--- config.mk ---
export PLATFORM = sky130hd
export DESIGN_NAME = xtok_slice_ctl
export DESIGN_NICKNAME = d
export VERILOG_FILES = /design/src/rtl/xtok_pkg.sv /design/src/rtl/xtok_mode_latch.sv /design/src/rtl/xtok_token_cell.sv /design/src/rtl/xtok_slice_ctl.sv
export SDC_FILE = /design/constraint.sdc
export NUM_CORES = 1
export LEC_CHECK = 0
export BUFFER_PORTS_ARGS = -buffer_cell sky130_fd_sc_hd__buf_2
export CORE_AREA = 5 5 42 44
export DETAILED_ROUTE_END_ITERATION = 10
export DIE_AREA = 0 0 47 49
export HOLD_SLACK_MARGIN = 0.05
export PLACE_DENSITY = 0.33
export SKIP_LAST_GASP = 1
export SLEW_MARGIN = 20
export SYNTH_ARGS = -nofsm -noshare
export SYNTH_HDL_FRONTEND = slang
export SYNTH_SLANG_ARGS = --single-unit
--- constraint.sdc ---
create_clock -name clk -period 1.6 [get_ports clk]
set_input_delay 0.24 -clock clk [delete_from_list [all_inputs] [get_ports clk]]
set_output_delay 0.24 -clock clk [all_outputs]
set_load 0.01 [all_outputs]
--- src/rtl/xtok_pkg.sv ---
package xtok_pkg;

  typedef enum logic {
    MODE_RING = 1'b0,
    MODE_SOLO = 1'b1
  } xtok_mode_e;

  localparam int unsigned NUM_KINDS = 2;
  localparam int unsigned KIND_WR   = 0;
  localparam int unsigned KIND_RD   = 1;

  // Mode decode applied while reset is held.
  function automatic xtok_mode_e mode_decode(input logic tok_in_n, input logic first_n);
    return (!tok_in_n && first_n) ? MODE_SOLO : MODE_RING;
  endfunction

  // A slice gives away its token when it consumes its last location.
  function automatic logic pass_fire(input logic own, input logic stb, input logic last);
    return own & stb & last;
  endfunction

  // Ownership after the edge: keep unless given away, gain on arrival.
  function automatic logic token_next(input logic own, input logic give, input logic recv);
    return (own & ~give) | recv;
  endfunction

endpackage

--- src/rtl/xtok_mode_latch.sv ---
module xtok_mode_latch
  import xtok_pkg::*;
(
  input  logic       clk,
  input  logic       rst_n,
  input  logic       tok_in_n,
  input  logic       first_n,
  output xtok_mode_e mode,
  output logic       is_first
);

  xtok_mode_e mode_q;
  logic       first_q;

  always_ff @(posedge clk) begin
    if (!rst_n) begin
      mode_q  <= mode_decode(tok_in_n, first_n);
      first_q <= ~first_n;
    end
  end

  assign mode     = mode_q;
  assign is_first = first_q;

endmodule

--- src/rtl/xtok_token_cell.sv ---
module xtok_token_cell
  import xtok_pkg::*;
(
  input  logic clk,
  input  logic rst_n,
  input  logic solo,
  input  logic init_own,
  input  logic stb,
  input  logic last,
  input  logic recv_n,
  output logic own,
  output logic give,
  output logic en
);

  logic own_q;
  logic recv;

  assign recv = ~recv_n & ~solo;
  assign give = rst_n & ~solo & pass_fire(own_q, stb, last);
  assign en   = rst_n & own_q & stb;

  always_ff @(posedge clk) begin
    if (!rst_n) begin
      own_q <= init_own;
    end else if (solo) begin
      own_q <= 1'b1;
    end else begin
      own_q <= token_next(own_q, give, recv);
    end
  end

  assign own = own_q;

endmodule

--- src/rtl/xtok_slice_ctl.sv ---
module xtok_slice_ctl
  import xtok_pkg::*;
(
  input  logic clk,
  input  logic rst_n,
  input  logic first_n,
  input  logic wtok_in_n,
  input  logic rtok_in_n,
  input  logic wr_stb,
  input  logic rd_stb,
  input  logic wr_last,
  input  logic rd_last,
  input  logic half_full,
  output logic wr_en,
  output logic rd_en,
  output logic wtok_out_n,
  output logic rtok_out_n,
  output logic wr_token,
  output logic rd_token,
  output logic standalone
);

  xtok_mode_e mode;
  logic       is_first;
  logic       solo;
  logic       init_own;

  logic [NUM_KINDS-1:0] k_stb;
  logic [NUM_KINDS-1:0] k_last;
  logic [NUM_KINDS-1:0] k_recv_n;
  logic [NUM_KINDS-1:0] k_own;
  logic [NUM_KINDS-1:0] k_give;
  logic [NUM_KINDS-1:0] k_en;

  xtok_mode_latch u_mode (
    .clk      (clk),
    .rst_n    (rst_n),
    .tok_in_n (wtok_in_n),
    .first_n  (first_n),
    .mode     (mode),
    .is_first (is_first)
  );

  assign solo = (mode == MODE_SOLO);

  // Value loaded on each reset cycle, decoded from the live pins so the
  // first cycle after reset already reflects the captured configuration.
  assign init_own = (mode_decode(wtok_in_n, first_n) == MODE_SOLO) | ~first_n;

  assign k_stb[KIND_WR]    = wr_stb;
  assign k_stb[KIND_RD]    = rd_stb;
  assign k_last[KIND_WR]   = wr_last;
  assign k_last[KIND_RD]   = rd_last;
  assign k_recv_n[KIND_WR] = wtok_in_n;
  assign k_recv_n[KIND_RD] = rtok_in_n;

  for (genvar k = 0; k < NUM_KINDS; k++) begin : g_kind
    xtok_token_cell u_cell (
      .clk      (clk),
      .rst_n    (rst_n),
      .solo     (solo),
      .init_own (init_own),
      .stb      (k_stb[k]),
      .last     (k_last[k]),
      .recv_n   (k_recv_n[k]),
      .own      (k_own[k]),
      .give     (k_give[k]),
      .en       (k_en[k])
    );
  end

  assign wr_en      = k_en[KIND_WR];
  assign rd_en      = k_en[KIND_RD];
  assign wr_token   = k_own[KIND_WR];
  assign rd_token   = k_own[KIND_RD];
  assign standalone = solo;

  always_comb begin
    if (!rst_n) begin
      wtok_out_n = 1'b1;
      rtok_out_n = 1'b1;
    end else if (solo) begin
      wtok_out_n = ~half_full;
      rtok_out_n = 1'b1;
    end else begin
      wtok_out_n = ~k_give[KIND_WR];
      rtok_out_n = ~k_give[KIND_RD];
    end
  end

  logic unused_first;
  assign unused_first = is_first;

endmodule

-- Yosys cells after proc, flatten, opt, wreduce, memory -nomap -nowiden
Index checks and enable logic that the tools add are counted.
- register bits: 3
- muxes and demuxes: 9
- bitwise operators: 25
- reduce and logical (&&, ||, !) cells: 2
- operator list (operator ; count):
    AND 1 bit ; 15
    2-to-1 mux 1 bit ; 9
    NOT 1 bit ; 7
    bitwise OR 1 bit ; 3
    logical AND 1 bit ; 1
    zero test 1 bit ; 1

-- Longest topological paths before layout
Gate-level depths: netlist of run 1.
- depth after elaboration: 8
- mapped depth: 2
- mapped depth without buffers: 2

-- Cells and area by module
A second synthesis of run 1 with hierarchy kept.
- cells, all modules: 23
- area total of the unflattened synthesis: 260.2 µm²
- modules (own cells, without submodules) (module ; instances ; cells an instance ; area an instance (µm²) ; sequential area each (µm²)):
    xtok_token_cell ; 2 ; 7 ; 76.3 ; 20.0
    xtok_mode_latch ; 1 ; 5 ; 81.3 ; 60.1
    xtok_slice_ctl ; 1 ; 4 ; 26.3 ; 0.0

-- Least setup slack after synthesis of run 1
Ideal clock, no wire load.
- path type: reg2out
- start point: register u_mode.mode_q, in the netlist u_mode.mode
- end point: output wtok_out_n
- arrival: 0.838 ns
- path slack: 0.522 ns
- stages on the path, launching flop included: 3
- path buffers: 0
- path through: edfxtp_1 -> nand4b_1 -> a21o_1
- longest elaborated chain between the ends: 6
- RTL lines (item ; RTL line ; text):
    from (decl) ; xtok_mode_latch.sv:12 ; xtok_mode_e mode_q;
    from (signal assigned) ; xtok_mode_latch.sv:17 ; mode_q <= mode_decode(tok_in_n, first_n);
    NOT 1 bit ; xtok_token_cell.sv:20 ; assign give = rst_n & ~solo & pass_fire(own_q, stb, last);
    AND 1 bit (2 in a row) ; xtok_token_cell.sv:20 ;
    NOT 1 bit ; xtok_slice_ctl.sv:86 ; wtok_out_n = ~k_give[KIND_WR];
    2-to-1 mux 1 bit * ; xtok_slice_ctl.sv:82 ; end else if (solo) begin
    2-to-1 mux 1 bit * ; xtok_slice_ctl.sv:79 ; if (!rst_n) begin
    to (decl) ; xtok_slice_ctl.sv:16 ; output logic wtok_out_n,
Every way passes the cells marked *; elsewhere a longest branch is shown, timed or not.

-- Worst setup path after layout of run 1
Same ends and word-level chain as after synthesis.

==> results summary, run 1 <==
The worst setup timing slack at the placement stage is 449 ps. After synthesis, the cell types taking the most area are dfxtp_1 24%, edfxtp_1 18%, a21bo_2 12%. TritonCTS built the clock tree. The global placer's final weighted congestion came out at 0.666. The setup slack after layout came out at 216 ps.

The clock arrives with 0.942 ps of skew. The initial utilization of the core area, before any placement, comes to 12.1%. The final-report max-slew violation count was 0. The number of nets handed over by synthesis was 27. The post-route minimum period is 1380 ps. The worst setup path is captured at a primary output. The number of gates resized after CTS is 0. The register cell area after layout is 70.1 um^2. The diode insertion count for antenna repair is 0.

The period utilization came out at 86.5%. The y dimension of the die came out at 49 um. The number of setup violations in the final report came out at 0. The pin count of the biggest net entering global routing is 7. The number of antenna violations at the first check in global routing came to 0. The I/O pin count is 17. The run finished with clean final reports. For the pin with the worst max-slew slack, the measured transition is 160 ps. The data arrival time of the critical path is 1140 ps. The number of clock sinks seen by CTS came out at 3. The post-route DRC violation count came out at 0.

For this run, the register share of the synthesized area comes to 41.2%. Summing every instance area after synthesis gives 170 um^2. The analysis attributes to cell leakage a power of 0.000151 uW. In this run the number of H-tree levels came out at 1.

The area fraction of the dominant cell type after synthesis is 23.5%. After detailed routing, the number of vias per cell comes to 4.00. The reg2reg setup slack came out at 740 ps.

The proportion of layout cells with a drive suffix above 1 came out at 62.2%. The hold-critical path depth is 2. The reported max-cap violation count is 0. Setup repair after global routing left no endpoint under its margin. dfxtp_1 takes more of the synthesized area than any other cell. Dividing total power by cell area gives a power density of 909 mW/mm^2. For this design the total switching power over the nets is 64.4 uW. The number of filler cells placed in the layout is 165. The starting DRC count in detailed routing came out at 0. The post-detailed-routing wire length came out at 581 um. The worst register-to-register path ends at g_kind[0].u_cell.own. The worst register-to-register path begins at g_kind[0].u_cell.own.

STA classifies the critical path startpoint as a register. After clock tree synthesis, the clock-pin slew on the worst setup and hold paths is 40 ps. The post-route antenna net violation count is 0. In the final layout, the multi-input gates occupy 92.6 um^2. The via count of the first global-routing pass was 231. Measured against its own limit, the worst slew margin works out to 89.2%. The internal power came out at 205 uW. The register bit total from synthesis is 3. The average cell area after synthesis is 10.0 um^2. Buffers inserted to repair hold after CTS numbered 0.

The count of unique library cells instantiated by Yosys is 12. The number of iterations in the first detailed-routing pass is 1. Registers are responsible for 33.0% of the overall power. Across the VDD grid, the largest voltage drop is 0.263 mV.

The post-layout total power is 269 uW. The mean routed wirelength per cell came out at 11.0 um. The buffer count from post-CTS setup fixing came out at 0.

The sum of negative setup slack came out at 0 ps. The total routing usage reported by global routing is 5.85%. After floorplanning, the core was sized to cover 0.00140 mm^2.

By startpoint and endpoint, the worst setup path is classified as reg2out. The cell sitting at the root of the clock tree is a clkbuf_4. Global routing finished with a remaining overflow of 0. For the worst-skew pair, the clock arrives at the later sink with an insertion delay of 230 ps. During synthesis, Yosys emitted a total of 0 warnings. The switching portion of total power is 23.9%.

The final layout contains 48 nets. The total die area is 0.00230 mm^2. Synthesis handed over a netlist of 17 instances. The final route contains 212 vias. The power share of the combinational group is 18.7%. The clock share of power is 48.2%.

The data required time at the worst endpoint came out at 1360 ps. The number of endpoints with negative hold slack in the final report is 0. The number of clock buffers inserted by TritonCTS came out at 3. The count of buffers added on input and output ports is 16. The cell count of the worst reg-to-reg path came out at 2.

The maximum clock frequency is 722 MHz. The biggest fanout along the worst timing path came out at 4. The startpoint of the tightest hold check path is rtok_in_n. The path with the worst hold slack has its endpoint at g_kind[1].u_cell.own. The horizontal extent of the die is 47 um. Relative to the synthesized area, the layout overhead comes to 74.3%. The first global-routing pass estimated 931 um of wire.

The site row count is 14. The maximum buffer depth of the clock tree came out at 2. The min-delay analysis places its worst path in the category in2reg.
==> cell usage in the layout (no fill, tap or decap), drive strengths merged <==
master  instances
nor2b           1
clkbuf          4
inv             2
nand2           1
a21o            1
edfxtp          1
buf            16
and3b           1
a21bo           2
nand4b          1
nand3           1
dfxtp           2
and3            2
a41oi           2
==> state kept, by name, indices dropped and copies added (netlist names) <==
name / count
u_mode.mode: 1
g_kind.u_cell.own: 2
==> power by group through the flow <==
stage	clock, uW	sequential (uW)	combinational [uW]
2_1_floorplan	0	91.9	21.0
3_3_place_gp	0	89.4	50.7
3_5_place_dp	0	90.1	50.9
4_1_cts	140	89.1	51.1
5_1_grt	144	90.1	56.7
6_report	130	89.0	50.5
==> worst max-delay path: stages, from the launching register on <==
cell and delay, ps:
edfxtp_1 410, nand4b_1 190, a21o_1 180, buf_2 130
==> synth_stat cells <==
library cell	number
a21bo_2	2
nand3_1	1
nand2_1	1
and3_2	2
a21o_1	1
a41oi_1	2
and3b_1	1
edfxtp_1	1
nor2b_1	1
nand4b_1	1
inv_1	2
dfxtp_1	2
==> cells by family after synthesis <==
kind of cell / synth area share (%)
AOI/OAI and AO/OA: 26.5
and+or+nand+nor: 27.9
DFF: 41.2
buffers and inverters: 4.41
==> worst max path at each step <==
stage                start  depth (start not counted)  slack [ps]         end
4_1_cts        u_mode.mode                          3         200  wtok_out_n
2_1_floorplan  u_mode.mode                          2         520  wtok_out_n
5_1_grt        u_mode.mode                          3         160  wtok_out_n
3_5_place_dp   u_mode.mode                          3         450  wtok_out_n
6_report       u_mode.mode                          3         220  wtok_out_n
3_3_place_gp   u_mode.mode                          3         480  wtok_out_n
==> per-stage QoR <==
step	hold slack, ps	util, %	instances	instance area, um^2
floorplan	362	-	17	170
global placement	475	19.3	49	270
detailed placement	478	19.3	49	270
CTS	230	21.2	53	297
global route	235	21.2	53	297
finish	245	21.2	53	297
==> layer usage <==
layer | wire length, um | vias to the layer above | global-route usage, % | share of wire [%]
li1 | - | 104 | - | -
met1 | 249 | 91 | 6.59 | 43
met2 | 222 | 17 | 7.47 | 38
met3 | 110 | 0 | 2.95 | 19
met4 | 0 | 0 | 5.53 | 0
met5 | 0 | - | 0 | 0
==> cell type report <==
| class | instances | share of cell area (%) |
|---|---|---|
| timing repair buffer | 16 | 27.0 |
| multi-input combinational | 12 | 31.2 |
| sequential | 3 | 23.6 |
| tap | 16 | 6.75 |
| clock buffer | 4 | 8.86 |
| inverter | 2 | 2.53 |
Note: power is estimated with default switching activity, not from simulation.
==> run 2: changes to the inputs <==
--- a/config.mk
+++ b/config.mk
@@ -6,11 +6,13 @@
 export NUM_CORES = 1
 export LEC_CHECK = 0
 export BUFFER_PORTS_ARGS = -buffer_cell sky130_fd_sc_hd__buf_2
+export CELL_PAD_IN_SITES_DETAIL_PLACEMENT = 0
+export CELL_PAD_IN_SITES_GLOBAL_PLACEMENT = 1
 export CORE_AREA = 5 5 42 44
 export DETAILED_ROUTE_END_ITERATION = 10
 export DIE_AREA = 0 0 47 49
-export HOLD_SLACK_MARGIN = 0.05
-export PLACE_DENSITY = 0.33
+export HOLD_SLACK_MARGIN = 0.12
+export PLACE_DENSITY = 0.45
 export SKIP_LAST_GASP = 1
 export SLEW_MARGIN = 20
 export SYNTH_ARGS = -nofsm -noshare
==> run 2 against run 1 <==
Setup slack got worse by 6.7 ps. Sequential power about the same. Wire length decreased by 7.2%. Count of clock-buffer cells in the layout unchanged. Worst hold slack lost 2.0 ps. Combinational power is essentially flat. Highest routed layer unchanged. Utilization unchanged. Critical path type unchanged. Critical path depth unchanged. Largest cell class unchanged. Cell count stayed put. Global-route usage decreased by 0.49 points.
==> results summary, run 2 (synthesized netlist as in run 1, its figures left out) <==
The HPWL after detailed placement is 469 um. The site row count is 14 (unchanged). The startpoint identified for the worst register-to-register timing path is g_kind[0].u_cell.own.

The number of clock sinks seen by CTS is 3 (unchanged). The maximum clock frequency is 719 MHz (-0.48%). The final design utilization came to 21.2% (unchanged).

The mean routed wirelength per cell is 10.2 um (-7.2%). The post-route DRC violation count came out at 0 (unchanged). The maximum buffer depth of the clock tree came out at 2 (unchanged).

The number of filler cells placed in the layout is 164 (-0.61%). The wire length of the first global-routing pass came out at 903 um (-3.0%). The run finished with clean final reports. The post-synthesis to final-layout area growth is 74.3% (unchanged).

The starting DRC count in detailed routing came out at 0 (unchanged). The tightest min-delay check is of the in2reg type. The global placer's final weighted congestion was 0.715 (+7.3%). The overflow left after global routing is 0 (unchanged). The y dimension of the die was 49 um (unchanged). The transition time of the tightest slew-check pin is 158 ps (-2.26 ps). The cell count of the worst reg-to-reg path is 2 (unchanged).

The sum of negative setup slack came out at 0 ps (unchanged). Leaving out fill and tap cells, the most frequent cell in the layout is buf_2. The proportion of layout cells with a drive suffix above 1 is 62.2% (unchanged).

The reported max-cap violation count is 0 (unchanged). The number of instances in the placed design came out at 49 (unchanged). The area of the placeable core is 0.00140 mm^2 (unchanged).

The total of buffers placed on input and output ports is 16 (unchanged). The destination of the critical timing path is wtok_out_n. The flip-flop count of the largest register after layout was 2 (unchanged). The register cell area after layout came out at 70.1 um^2 (unchanged). The tightest hold margin came to 243 ps (-1.95 ps). The period utilization came out at 86.9% (+0.42 points). The starting utilization of the core area is 12.1% (unchanged). The final cell count without fillers came out at 53 (unchanged). Walking the worst path, the cells encountered are nand4b_1 > a21o_1 > buf_2.

The total routing usage reported by global routing is 5.36% (-0.49 points). The buffer count from post-CTS setup fixing is 0 (unchanged). The capture instance of the worst register-to-register path is g_kind[0].u_cell.own.

The worst setup path is captured at a primary output. The number of iterations in the first detailed-routing pass is 1 (unchanged). The horizontal extent of the die came out at 47 um (unchanged). Among all stages on the critical path, the largest delay is contributed by edfxtp_1. The critical path's largest stage delay came out at 410 ps (about the same). The clock insertion delay at the later pin of the skew report came out at 230 ps (about the same). The I/O pin count was 17 (unchanged). The number of endpoints with negative hold slack in the final report is 0 (unchanged). The setup slack after layout came out at 209 ps (-6.69 ps). The clock-pin slew reported for the worst setup and hold paths after clock tree synthesis is 40 ps (about the same). The multi-input logic area came out at 92.6 um^2 (unchanged). The diode insertion count for antenna repair is 0 (unchanged). The number of clock buffers inserted by TritonCTS came to 3 (unchanged). The worst setup timing slack at the placement stage came out at 441 ps (-8.08 ps). The total power divided by cell area came out at 903 mW/mm^2 (-0.56%). The data arrival time of the critical path is 1150 ps (about the same).

The largest clock skew in the final design is 1.76 ps (+0.813 ps). The number of buffers inserted for hold repair after clock tree synthesis came out at 0 (unchanged). The critical path is of the reg2out type. Setup repair after global routing left no endpoint under its margin.

The overall via count from detail_route came out at 210 (-0.94%). The reg2reg setup slack is 760 ps (+20 ps). The via count of the first global-routing pass came out at 233 (+0.87%). The post-route minimum period is 1390 ps (+6.69 ps). The layout net count came out at 48 (unchanged). The post-route antenna net violation count came out at 0 (unchanged). The biggest fanout along the worst timing path is 4 (unchanged). Leaving out fill and tap cells, the most frequent cells in the layout are 16 x buf_2, 3 x clkbuf_4. The ratio of routed vias to standard cells was 3.96 (-0.94%). The critical path starts at u_mode.mode. The data required time at the worst endpoint is 1360 ps (about the same). The static power due to leakage is 0.000151 uW (unchanged). STA classifies the critical path startpoint as a register. The maximum level of the CTS H-tree came out at 1 (unchanged).

The number of gates resized after CTS is 0 (unchanged). The total die area was 0.00230 mm^2 (unchanged). The number of setup violations in the final report came to 0 (unchanged). The CTS tree is done. The worst ir drop on vdd was 0.234 mV (-11%). The worst slew slack as a fraction of its limit is 89.3% (+0.15 points).

The pin count of the biggest net entering global routing is 7 (unchanged). The hold-critical path depth came out at 2 (unchanged). The number of antenna violations at the first check in global routing is 0 (unchanged).

The final-report max-slew violation count came out at 0 (unchanged). The post-detailed-routing wire length is 539 um (-7.2%). In this run the clock root is driven by a clkbuf_4.
run 2: cell counts in the layout (fill, tap and decap cells not counted):
No cell type changed its count.
run 2: how the worst min path moves through the flow:
stage / from / to
after floorplan: wtok_in_n / g_kind[0].u_cell.own
after global placement: rtok_in_n / g_kind[1].u_cell.own
after detailed placement: rtok_in_n / g_kind[1].u_cell.own
after CTS: rtok_in_n / g_kind[1].u_cell.own
after global routing: rtok_in_n / g_kind[1].u_cell.own
final: rtok_in_n / g_kind[1].u_cell.own
run 2: through the flow:
stage          power, uW  cell area, um^2
6_report             268              297
5_1_grt              293              297
4_1_cts              277              297
3_5_place_dp         140              270
3_3_place_gp         139              270
2_1_floorplan        113              170
run 2: layout make-up:
| type | instances | share of cell area [%] |
|---|---|---|
| multi-input cells | 12 | 31.2 |
| clock buffers | 4 | 8.86 |
| repair buffers | 16 | 27.0 |
| well taps | 16 | 6.75 |
| inverters | 2 | 2.53 |
| flip-flops and latches | 3 | 23.6 |
run 2: routing by layer:
layer	wire length, um	up-vias	GRT usage, %
met5	0	-	0
met4	0	0	1.38
met3	118	0	4.06
met2	165	17	6.79
met1	255	86	7.05
li1	-	107	-
run 2: worst max-delay path: cells and delay by family (launching register included):
kind / cells / cell delay, ps
and+or+nand+nor: 1 / 200
DFF: 1 / 410
buffers and inverters: 1 / 130
AOI/OAI and AO/OA: 1 / 190
run 2: where the power goes:
group	total [uW]	leakage [uW]	switching, uW	internal, uW
sequential	88.7	0.0000262	3.83	84.9
combinational	50.3	0.000110	23.5	26.8
clock	129	0.0000150	35.7	93.2
total	268	0.000151	63.0	205
